--- src/rtl/fgp_pkg.sv ---
// Shared widths, opcodes and the geometry record for the flash geometry probe.
// Assumes page sizes up to 2^11 bytes and page counts up to 2^15.
package fgp_pkg;
    localparam int PAGES_W = 16;
    localparam int SIZE_W  = 12;
    localparam int SHIFT_W = 4;
    localparam int LOG_W   = 4;
    localparam int CAP_W   = PAGES_W + SIZE_W;

    localparam logic [7:0] OPC_IDENT  = 8'h9F;
    localparam logic [7:0] OPC_STATUS = 8'hD7;
    localparam logic [7:0] MFR_CODE   = 8'h1F;

    typedef struct packed {
        logic [PAGES_W-1:0] pages;
        logic [SIZE_W-1:0]  size;
        logic [SHIFT_W-1:0] shift;
    } geom_t;

    // Build a geometry from log2(pages), the binary shift and the page mode.
    // Non-binary pages are 2^s + 2^(s-5) bytes and use one more address bit.
    function automatic geom_t make_geom(input logic [LOG_W-1:0] pages_log2,
                                        input logic [SHIFT_W-1:0] bin_shift,
                                        input logic binary);
        geom_t g;
        g.pages = PAGES_W'(1) << pages_log2;
        if (binary) begin
            g.size  = SIZE_W'(1) << bin_shift;
            g.shift = bin_shift;
        end else begin
            g.size  = (SIZE_W'(1) << bin_shift) + (SIZE_W'(1) << (bin_shift - SHIFT_W'(5)));
            g.shift = bin_shift + SHIFT_W'(1);
        end
        return g;
    endfunction
endpackage

--- src/rtl/fgp_spi_byte.sv ---
// Mode-0 SPI master byte engine: shifts one byte out MSB first while shifting
// one byte in. Chip select is handled by the caller. Assumes go is only
// pulsed while the engine is idle. HALF_DIV is the serial clock half-period.
module fgp_spi_byte #(
    parameter int HALF_DIV = 4
) (
    input  logic       clk,
    input  logic       rst_n,
    input  logic       go,
    input  logic [7:0] tx_byte,
    output logic [7:0] rx_byte,
    output logic       done,
    output logic       sclk,
    output logic       mosi,
    input  logic       miso
);
    localparam int DIV_W = (HALF_DIV > 1) ? $clog2(HALF_DIV) : 1;
    localparam logic [DIV_W-1:0] DIV_LAST = DIV_W'(HALF_DIV - 1);

    logic             active;
    logic [DIV_W-1:0] div_cnt;
    logic             sclk_q;
    logic [2:0]       bit_cnt;
    logic [7:0]       tx_sr;
    logic [7:0]       rx_sr;
    logic             done_q;

    // Clock divider, edge generation and both shift registers.
    always_ff @(posedge clk) begin
        if (!rst_n) begin
            active  <= 1'b0;
            div_cnt <= '0;
            sclk_q  <= 1'b0;
            bit_cnt <= '0;
            tx_sr   <= '0;
            rx_sr   <= '0;
            done_q  <= 1'b0;
        end else begin
            done_q <= 1'b0;
            if (!active) begin
                if (go) begin
                    active  <= 1'b1;
                    tx_sr   <= tx_byte;
                    div_cnt <= '0;
                    bit_cnt <= '0;
                    sclk_q  <= 1'b0;
                end
            end else if (div_cnt == DIV_LAST) begin
                div_cnt <= '0;
                sclk_q  <= ~sclk_q;
                if (!sclk_q) begin
                    rx_sr <= {rx_sr[6:0], miso};
                end else if (bit_cnt == 3'd7) begin
                    active <= 1'b0;
                    done_q <= 1'b1;
                end else begin
                    bit_cnt <= bit_cnt + 3'd1;
                    tx_sr   <= {tx_sr[6:0], 1'b0};
                end
            end else begin
                div_cnt <= div_cnt + DIV_W'(1);
            end
        end
    end

    assign sclk    = sclk_q;
    assign mosi    = tx_sr[7];
    assign rx_byte = rx_sr;
    assign done    = done_q;
endmodule

--- src/rtl/fgp_ident_decode.sv ---
// Maps the three identity bytes to a geometry. Reports whether the
// manufacturer matched, whether the identity is known, and whether the page
// mode must be read from status. Assumes stat_bin is only meaningful when
// needs_status is high.
module fgp_ident_decode
    import fgp_pkg::*;
(
    input  logic [7:0] mfr,
    input  logic [7:0] dev,
    input  logic [7:0] ext,
    input  logic       stat_bin,
    output logic       mfr_ok,
    output logic       known,
    output logic       needs_status,
    output geom_t      geom
);
    logic [LOG_W-1:0]   plog;
    logic [SHIFT_W-1:0] bshift;

    // Density class lookup from device code and extension byte.
    always_comb begin
        known        = 1'b1;
        needs_status = 1'b1;
        plog         = LOG_W'(9);
        bshift       = SHIFT_W'(8);
        unique case (dev)
            8'h22: plog = LOG_W'(9);
            8'h23: plog = LOG_W'(10);
            8'h24: plog = LOG_W'(11);
            8'h25: plog = LOG_W'(12);
            8'h26: begin plog = LOG_W'(12); bshift = SHIFT_W'(9); end
            8'h27: begin plog = LOG_W'(13); bshift = SHIFT_W'(9); end
            8'h28: begin plog = LOG_W'(13); bshift = SHIFT_W'(10); end
            default: known = 1'b0;
        endcase
        if (dev == 8'h27) begin
            if (ext == 8'h00)      needs_status = 1'b0;
            else if (ext != 8'h01) known = 1'b0;
        end else if (ext != 8'h00) begin
            known = 1'b0;
        end
    end

    assign mfr_ok = (mfr == MFR_CODE);
    assign geom   = make_geom(plog, bshift, needs_status & stat_bin);
endmodule

--- src/rtl/fgp_legacy_decode.sv ---
// Fallback decode of the density field in the status byte (bits 5:2).
// Flags an all-zero or all-one status as an absent device.
module fgp_legacy_decode
    import fgp_pkg::*;
(
    input  logic [7:0] status,
    output logic       absent,
    output logic       known,
    output geom_t      geom
);
    logic [LOG_W-1:0]   plog;
    logic [SHIFT_W-1:0] bshift;

    // Density field lookup; every fallback part uses non-binary pages.
    always_comb begin
        known  = 1'b1;
        plog   = LOG_W'(9);
        bshift = SHIFT_W'(8);
        unique case (status[5:2])
            4'b0011: plog = LOG_W'(9);
            4'b0101: plog = LOG_W'(10);
            4'b0111: plog = LOG_W'(11);
            4'b1001: plog = LOG_W'(12);
            4'b1011: begin plog = LOG_W'(12); bshift = SHIFT_W'(9); end
            4'b1101: begin plog = LOG_W'(13); bshift = SHIFT_W'(9); end
            4'b1110,
            4'b1111: begin plog = LOG_W'(13); bshift = SHIFT_W'(10); end
            default: known = 1'b0;
        endcase
    end

    assign absent = (status == 8'h00) || (status == 8'hFF);
    assign geom   = make_geom(plog, bshift, 1'b0);
endmodule

--- src/rtl/flash_geom_probe.sv ---
// Start-up probe for a buffer-paged serial flash. Runs the identity frame,
// optionally a status frame, and registers the resulting geometry or an
// error. Assumes a single attached device and mode-0 SPI timing.
module flash_geom_probe
    import fgp_pkg::*;
#(
    parameter int SCLK_HALF = 4
) (
    input  logic               clk,
    input  logic               rst_n,
    input  logic               start,
    output logic               busy,
    output logic               spi_sclk,
    output logic               spi_cs_n,
    output logic               spi_mosi,
    input  logic               spi_miso,
    output logic               geo_valid,
    output logic               geo_error,
    output logic [PAGES_W-1:0] page_count,
    output logic [SIZE_W-1:0]  page_size,
    output logic [SHIFT_W-1:0] page_shift,
    output logic [CAP_W-1:0]   capacity
);
    typedef enum logic [3:0] {
        S_IDLE, S_ID_OP, S_ID_B0, S_ID_B1, S_ID_B2,
        S_DECIDE, S_ST_OP, S_ST_B, S_FINAL
    } state_t;

    state_t     state;
    logic       cs_q;
    logic       go_q;
    logic [7:0] tx_q;
    logic [7:0] id_mfr, id_dev, id_ext, stat_q;
    logic       legacy_q;

    logic [7:0] rx_byte;
    logic       xfer_done;

    logic  id_mfr_ok, id_known, id_needs_st;
    geom_t id_geom;
    logic  lg_absent, lg_known;
    geom_t lg_geom;

    logic  fin_ok;
    geom_t fin_geom;

    fgp_spi_byte #(.HALF_DIV(SCLK_HALF)) i_shift (
        .clk     (clk),
        .rst_n   (rst_n),
        .go      (go_q),
        .tx_byte (tx_q),
        .rx_byte (rx_byte),
        .done    (xfer_done),
        .sclk    (spi_sclk),
        .mosi    (spi_mosi),
        .miso    (spi_miso)
    );

    fgp_ident_decode i_ident (
        .mfr          (id_mfr),
        .dev          (id_dev),
        .ext          (id_ext),
        .stat_bin     (stat_q[0]),
        .mfr_ok       (id_mfr_ok),
        .known        (id_known),
        .needs_status (id_needs_st),
        .geom         (id_geom)
    );

    fgp_legacy_decode i_legacy (
        .status (stat_q),
        .absent (lg_absent),
        .known  (lg_known),
        .geom   (lg_geom)
    );

    // Choose the decoder that applies to the path taken.
    always_comb begin
        if (legacy_q) begin
            fin_ok   = !lg_absent && lg_known;
            fin_geom = lg_geom;
        end else begin
            fin_ok   = id_mfr_ok && id_known;
            fin_geom = id_geom;
        end
    end

    // Probe sequencer: frames, byte launches and result registers.
    always_ff @(posedge clk) begin
        if (!rst_n) begin
            state      <= S_IDLE;
            cs_q       <= 1'b1;
            go_q       <= 1'b0;
            tx_q       <= '0;
            id_mfr     <= '0;
            id_dev     <= '0;
            id_ext     <= '0;
            stat_q     <= '0;
            legacy_q   <= 1'b0;
            geo_valid  <= 1'b0;
            geo_error  <= 1'b0;
            page_count <= '0;
            page_size  <= '0;
            page_shift <= '0;
            capacity   <= '0;
        end else begin
            go_q <= 1'b0;
            unique case (state)
                S_IDLE: if (start) begin
                    cs_q      <= 1'b0;
                    go_q      <= 1'b1;
                    tx_q      <= OPC_IDENT;
                    stat_q    <= '0;
                    legacy_q  <= 1'b0;
                    geo_valid <= 1'b0;
                    geo_error <= 1'b0;
                    state     <= S_ID_OP;
                end
                S_ID_OP: if (xfer_done) begin
                    go_q  <= 1'b1;
                    tx_q  <= 8'h00;
                    state <= S_ID_B0;
                end
                S_ID_B0: if (xfer_done) begin
                    id_mfr <= rx_byte;
                    go_q   <= 1'b1;
                    state  <= S_ID_B1;
                end
                S_ID_B1: if (xfer_done) begin
                    id_dev <= rx_byte;
                    go_q   <= 1'b1;
                    state  <= S_ID_B2;
                end
                S_ID_B2: if (xfer_done) begin
                    id_ext <= rx_byte;
                    cs_q   <= 1'b1;
                    state  <= S_DECIDE;
                end
                S_DECIDE: begin
                    if (id_mfr_ok && (!id_known || !id_needs_st)) begin
                        state <= S_FINAL;
                    end else begin
                        legacy_q <= !id_mfr_ok;
                        cs_q     <= 1'b0;
                        go_q     <= 1'b1;
                        tx_q     <= OPC_STATUS;
                        state    <= S_ST_OP;
                    end
                end
                S_ST_OP: if (xfer_done) begin
                    go_q  <= 1'b1;
                    tx_q  <= 8'h00;
                    state <= S_ST_B;
                end
                S_ST_B: if (xfer_done) begin
                    stat_q <= rx_byte;
                    cs_q   <= 1'b1;
                    state  <= S_FINAL;
                end
                S_FINAL: begin
                    geo_valid <= fin_ok;
                    geo_error <= !fin_ok;
                    if (fin_ok) begin
                        page_count <= fin_geom.pages;
                        page_size  <= fin_geom.size;
                        page_shift <= fin_geom.shift;
                        capacity   <= CAP_W'(fin_geom.pages) * CAP_W'(fin_geom.size);
                    end else begin
                        page_count <= '0;
                        page_size  <= '0;
                        page_shift <= '0;
                        capacity   <= '0;
                    end
                    state <= S_IDLE;
                end
                default: state <= S_IDLE;
            endcase
        end
    end

    assign busy     = (state != S_IDLE);
    assign spi_cs_n = cs_q;
endmodule

--- config.mk ---
export PLATFORM = sky130hd
export DESIGN_NAME = flash_geom_probe
export DESIGN_NICKNAME = d
export VERILOG_FILES = /design/src/rtl/fgp_pkg.sv /design/src/rtl/fgp_spi_byte.sv /design/src/rtl/fgp_ident_decode.sv /design/src/rtl/fgp_legacy_decode.sv /design/src/rtl/flash_geom_probe.sv
export SDC_FILE = /design/constraint.sdc
export NUM_CORES = 1
export LEC_CHECK = 0
export BUFFER_PORTS_ARGS = -buffer_cell sky130_fd_sc_hd__clkbuf_2
export CORE_ASPECT_RATIO = 0.75
export CORE_UTILIZATION = 55
export DETAILED_ROUTE_END_ITERATION = 7
export MAX_ROUTING_LAYER = met4
export PLACE_DENSITY = 0.74
export RECOVER_POWER = 50
export SETUP_SLACK_MARGIN = 0.02
export SLEW_MARGIN = 20
export SYNTH_ARGS = -nofsm -noshare
export SYNTH_HDL_FRONTEND = slang
export SYNTH_SLANG_ARGS = --single-unit
--- constraint.sdc ---
create_clock -name clk -period 8.6 [get_ports clk]
set_input_delay 1.29 -clock clk [delete_from_list [all_inputs] [get_ports clk]]
set_output_delay 1.29 -clock clk [all_outputs]
set_load 0.05 [all_outputs]
## Word-level counts from Yosys, hierarchy flattened

Index checks and enable logic that the tools add are counted.

| word-level totals | value |
|---|---|
| bits in registers | 133 |
| output and inout port bits | 66 |
| word-level logic and storage cells | 195 |

| operators by class | value |
|---|---|
| reduce and logical (&&, ||, !) cells | 46 |
| add/subtract/negate cells | 8 |
| bitwise operators | 2 |
| multiplexer cells | 69 |
| multipliers | 1 |
| equal/unequal tests | 41 |
| shift-type cells | 6 |

Operators by type and width:

| kind | number |
|---|---|
| $mux W8 | 10 |
| $eq A8 B6 Y1 const B | 7 |
| $shl A1 B4 Y12 const A | 4 |
| $mux W4 | 9 |
| $mux W16 | 2 |
| $mux W32 | 1 |
| $pmux W4 S8 | 1 |
| $shl A1 B4 Y16 const A | 2 |
| $mul A16 B12 Y28 | 1 |
| $mux W28 | 1 |
| $mux W1 | 25 |
| $add A12 B12 Y12 | 2 |
| $eq A4 B3 Y1 const B | 6 |
| $eq A4 B4 Y1 const B | 6 |
| $pmux W3 S4 | 2 |
| $pmux W8 S3 | 1 |
| $logic_not A8 Y1 | 2 |
| $ne A2 B1 Y1 const B | 8 |
| $pmux W8 S2 | 1 |
| $reduce_and A4 Y1 | 4 |
| $reduce_or A2 Y1 | 8 |
| $mux W3 | 5 |
| $eq A4 B2 Y1 const B | 3 |
| $mux W12 | 1 |
| other kinds (32) | 61 |

## Longest topological paths before layout

| depth | value |
|---|---|
| depth in word-level cells | 11 |
| depth in mapped cells | 26 |

## Cells and area by module

Synthesis repeated with hierarchy kept, for this count alone.

| unflattened totals | value |
|---|---|
| cells, all modules | 1,449 |
| area, all modules | 12,495.7 µm² |

Modules (own cells, without submodules):

| module | area an instance (µm²) | cells an instance | seq. area each (µm²) | times used |
|---|---|---|---|---|
| flash_geom_probe | 10,531.4 | 1,226 | 2,082.0 | 1 |
| fgp_spi_byte | 1,082.3 | 103 | 480.5 | 1 |
| fgp_ident_decode | 501.7 | 66 | 0.0 | 1 |
| fgp_legacy_decode | 380.4 | 54 | 0.0 | 1 |

## Worst setup path after synthesis

Ideal clock, no wire load.

| timing | value |
|---|---|
| kind | register to register |
| start | register id_dev[7] |
| end | register capacity[27] |
| stages on the path, launching flop included | 25 |
| buffers on the path | 2 |
| path slack | 2,590 ps |
| data arrival time | 5,893 ps |
| required time | 8,483 ps |
| path through | dfxtp_1 -> or4b_4 -> buf_6 -> or2_1 -> buf_6 -> inv_1 -> ha_1 -> nor2b_1 -> a22o_1 -> nand2_1 -> fa_1 -> inv_1 -> fa_1 -> ha_1 -> fa_1 -> inv_1 -> fa_1 -> inv_1 -> ha_1 -> a21oi_1 -> nand2_1 -> a211oi_1 -> o31ai_1 -> xnor2_1 -> a22o_1 |

| between the ends | value |
|---|---|
| word-level cells in the longest chain between the ends | 10 |
| elaborated cells between the ends (all ways) | 31 |
| classes of those cells | 2 x add/sub; 1 x mul; 7 x eq/ne; 3 x shift; 12 x mux; 1 x bitwise; 5 x reduce/logical |

Ends and longest elaborated chain:

| item | RTL line | RTL |
|---|---|---|
| start, declared | flash_geom_probe.sv:33 | `logic [7:0] id_mfr, id_dev, id_ext, stat_q;` |
| start signal, assigned | flash_geom_probe.sv:130 | `id_dev <= rx_byte;` |
| $eq A8 B6 Y1 (on tied branches) | fgp_ident_decode.sv:26, fgp_ident_decode.sv:36 |  |
| $reduce_or A2 Y1 (no source line) | n/a |  |
| $pmux W2 S2 | fgp_ident_decode.sv:26 | `unique case (dev)` |
| $sub A4 B3 Y4 | fgp_pkg.sv:31 | `g.size = (SIZE_W'(1) << bin_shift) + (SIZE_W'(1) << (bin_shift - SHIFT_W'(5)));` |
| $shl A1 B4 Y12 | fgp_pkg.sv:31 |  |
| $add A12 B12 Y12 | fgp_pkg.sv:31 |  |
| $mux W16 | fgp_pkg.sv:27 | `if (binary) begin` |
| $mux W32 | flash_geom_probe.sv:79 | `if (legacy_q) begin` |
| $mul A16 B12 Y28 | flash_geom_probe.sv:167 | `capacity <= CAP_W'(fin_geom.pages) * CAP_W'(fin_geom.size);` |
| $mux W28 * | flash_geom_probe.sv:163 | `if (fin_ok) begin` |
| end signal, assigned | flash_geom_probe.sv:167 |  |
| end, declared | flash_geom_probe.sv:22 | `output logic [CAP_W-1:0] capacity` |

Every way passes the cells marked *; elsewhere a longest branch is shown, timed or not.
A chain may end at the register's enable or synchronous reset.

## Worst setup path in the final report

| timing | value |
|---|---|
| start | register id_dev[0] |
| end | register capacity[24] |

The elaborated chain is that of the path after synthesis.

==> flow_summary.toml <==
[drt]
vias = 6572
drt_pass1_iterations = 6
wl_mm = 18.1
vias_per_cell = 5.47
wl_per_cell_um = 15.1
drtIter0Drc = 551
highest_layer = "met4"
wl_met1_mm = 8.92
wl_met3_mm = 1.24
drtAntennaViolNets = 0
route.detailed.drc = 0
dr_wl_met2_mm = 7.86

[sta]
drv_slew = 82
min_period_over_period = 0.772
setup_total_negative_slack_ns = 0
finalWorstSetupSlack_ns = 1.96
fmax_mhz = 151
setup_violations = 0
worst_pin_slew_ns = 3.54
rsz0062_at_grt = "no"
relSlewSlack = -1.36
fin_crit_ns = 6.64
hold_violations = 0
clock-skew-final_ns = 0.0130

[synthesis]
postSynth.asyncResetShare = 0
synth_edf_count = 0
syn_area_per_cell_um2 = 8.60
syn_inst = 945
synth_seq_cells = 111
yosys_warnings = 0
synth_seq_area_share = 0.274
synth_area_mm2 = 0.00812
synth.distinct_cells = 67
ys.flop_type = "dfxtp_1"

[finish]
fillers = 1298
layout-drive-gt1-share = 0.0370
utilization = 0.604
fin_nets = 1132
diodes = 0
final_area_mm2 = 0.00874
seq_area_mm2 = 0.00222
area_delta_synth_final_pct = 7.55
multi_input_area_mm2 = 0.00536

[critical_path]
crit_arrival_ns = 6.90
crit_top_cell = "fa_1"
cpPeakStageDelay_ns = 0.65
crit_fanout = 8
start_kind = "flop"
path_class = "flop to flop"
critPathSlowestCell = "or4b_1"
end_kind = "flop"
required_ns = 8.86
path_cells = "or4b_1 > nor2_1 > inv_1 > ha_1 > nor2b_1 > a21oi_1 > or3_1 > fa_1 > fa_1 > inv_1 > fa_1 > fa_1 > ha_1 > ha_1 > a21o_1 > a221oi_1 > o21ai_0 > a21oi_1 > mux2i_1 > a31o_2"

[outcome]
violations = "max-capacitance violations, max-slew violations"
status = "finished, violations left"

[global_route]
grt_pass1_vias = 6064
grt_pass1_wl_mm = 30.5
grt_overflow = 0
grt_max_degree = 82
grt_usage = 0.261
grt_antenna_before_repair = 0

[clocking]
cts_buffer_depth = 2
numCtsBuffers = 9
clk_pin_slew_ns = 0.08
hold_buffers = 0
cts_tree = "built"
cts_max_level = 3
clkLatencyLatePin_ns = 0.36
cts_root_buf = "clkbuf_16"
cts_setup_buffers = 0
numClockSinks = 111
ctsResizeCount = 0

[place]
gp_congestion = 0.912
portBuffers = 53
preCtsSetupSlack_ns = 2.15
placed_area_mm2 = 0.00852
dp_hpwl_mm = 13.4

[hold_path]
hp-class = "flop to flop"

[floorplan]
dieArea_mm2 = 0.0153
die_h_um = 107
rows = 38
die_x_um = 142
ios = 70
coreArea_mm2 = 0.0145
start_util = 0.562

[job]
timing.max_cap.violations = 1

[power_and_ir_drop]
power_density_mw_per_mm2 = 139
total_power_mw = 1.21
max-vdd-ir-drop_mv = 0.124
p_leak_nw = 3.89
[layout by cell type, fill, tap and decap left out, types with 6 or more instances in the layout]
cell | Yosys | routed
inv_1 | 104 | 104
and2_1 | 13 | 13
nor2b_1 | 7 | 7
nor3_1 | 7 | 7
mux2i_1 | 33 | 33
nor2_1 | 85 | 85
nand2b_1 | 9 | 9
a22o_1 | 8 | 8
nand4_1 | 7 | 7
nand2_1 | 112 | 112
conb_1 | 2 | 51
a31oi_1 | 9 | 9
xor2_1 | 7 | 7
o21ai_0 | 10 | 10
ha_1 | 71 | 71
clkbuf_16 | 0 | 9
xnor2_1 | 10 | 10
a21o_1 | 7 | 7
a22oi_1 | 12 | 12
clkbuf_1 | 36 | 51
fa_1 | 60 | 60
o21a_1 | 6 | 6
dfxtp_1 | 111 | 111
a21oi_1 | 59 | 59
nand3_1 | 40 | 40
or3_1 | 8 | 8
and3_1 | 11 | 11
[routing by layer]
| metal | up-vias | GRT usage |
|---|---|---|
| met4 | 0 | 0.0422 |
| met5 | - | - |
| met3 | 10 | 0.0587 |
| li1 | 3194 | - |
| met1 | 3168 | 0.378 |
| met2 | 200 | 0.377 |
[metrics by stage]
step,hold slack [ns],std cells
detailed placement,0.446,1186
global route,0.474,1201
finish,0.458,1201
floorplan,0.429,994
global placement,0.440,1186
CTS,0.463,1201
[worst paths after layout]
check / start / to / slack (ns) / cells past startpoint
worst max-delay path: id_dev[0]$_SDFFE_PN0P_ / capacity[24]$_SDFFE_PN0P_ / 1.96 / 20
worst min register to register: capacity[14]$_SDFFE_PN0P_ / capacity[14]$_SDFFE_PN0P_ / 0.46 / 2
worst max register to register: id_dev[0]$_SDFFE_PN0P_ / capacity[24]$_SDFFE_PN0P_ / 1.96 / 20
worst min-delay path: capacity[14]$_SDFFE_PN0P_ / capacity[14]$_SDFFE_PN0P_ / 0.46 / 2
[registers in the layout, indices dropped and copies added (netlist names), 2 cells and up]
register	cells
page_shift	3
i_shift.rx_byte	8
id_ext	8
stat_q	8
page_count	8
page_size	12
state	4
id_dev	8
i_shift.tx_sr	8
capacity	20
tx_q	3
i_shift.div_cnt	2
id_mfr	8
i_shift.bit_cnt	3
[kinds of logic after synthesis]
group | after synthesis | synth area share
xor+xnor | 17 | 0.0183
compound gates | 151 | 0.124
fa+ha+maj | 131 | 0.257
other cells | 2 | 0.000924
mux | 36 | 0.0448
simple gates | 328 | 0.192
buf+inv | 169 | 0.0893
flops | 111 | 0.274
[power breakdown]
part	total, mW	internal, mW	switching, mW
sequential	0.531	0.521	0.0104
clock	0.419	0.210	0.210
combinational	0.262	0.0955	0.166
[worst max-delay path, delay by kind of cell, from the launching register on]
kind            cells  cell delay, ns
simple gates        4            1.26
fa+ha+maj           7            2.93
mux                 1            0.10
flops               1            0.38
compound gates      6            1.68
buf+inv             2            0.19
[layout make-up]
cell class,count,area share
repair buffers,57,0.0262
inverters,104,0.0447
clock inverters,5,0.00544
clock buffers,10,0.0274
multi-input cells,714,0.613
well taps,200,0.0286
flip-flops and latches,111,0.254
[synth_stat cells, types with 3 or more instances]
cell / number / share of area
nand2_1: 112 / 0.052
dfxtp_1: 111 / 0.27
inv_1: 104 / 0.048
nor2_1: 85 / 0.039
ha_1: 71 / 0.11
fa_1: 60 / 0.15
a21oi_1: 59 / 0.036
nand3_1: 40 / 0.025
clkbuf_1: 36 / 0.017
mux2i_1: 33 / 0.041
buf_4: 18 / 0.017
and2_1: 13 / 0.010
a22oi_1: 12 / 0.011
and3_1: 11 / 0.0085
o21ai_0: 10 / 0.0062
xnor2_1: 10 / 0.011
a31oi_1: 9 / 0.0069
nand2b_1: 9 / 0.0069
a22o_1: 8 / 0.0086
or3_1: 8 / 0.0062
a21o_1: 7 / 0.0065
buf_2: 7 / 0.0043
nand4_1: 7 / 0.0054
nor2b_1: 7 / 0.0054
nor3_1: 7 / 0.0043
xor2_1: 7 / 0.0075
o21a_1: 6 / 0.0055
a211oi_1: 4 / 0.0037
nand3b_1: 4 / 0.0037
nor3b_1: 4 / 0.0037
nor4_1: 4 / 0.0031
o211ai_1: 4 / 0.0037
o21bai_1: 4 / 0.0037
a31o_2: 3 / 0.0032
a32o_1: 3 / 0.0037
a32oi_1: 3 / 0.0032
mux2_2: 3 / 0.0042
nor2_2: 3 / 0.0023
nor3_2: 3 / 0.0037
No activity file was read; power rests on OpenSTA's default activity.
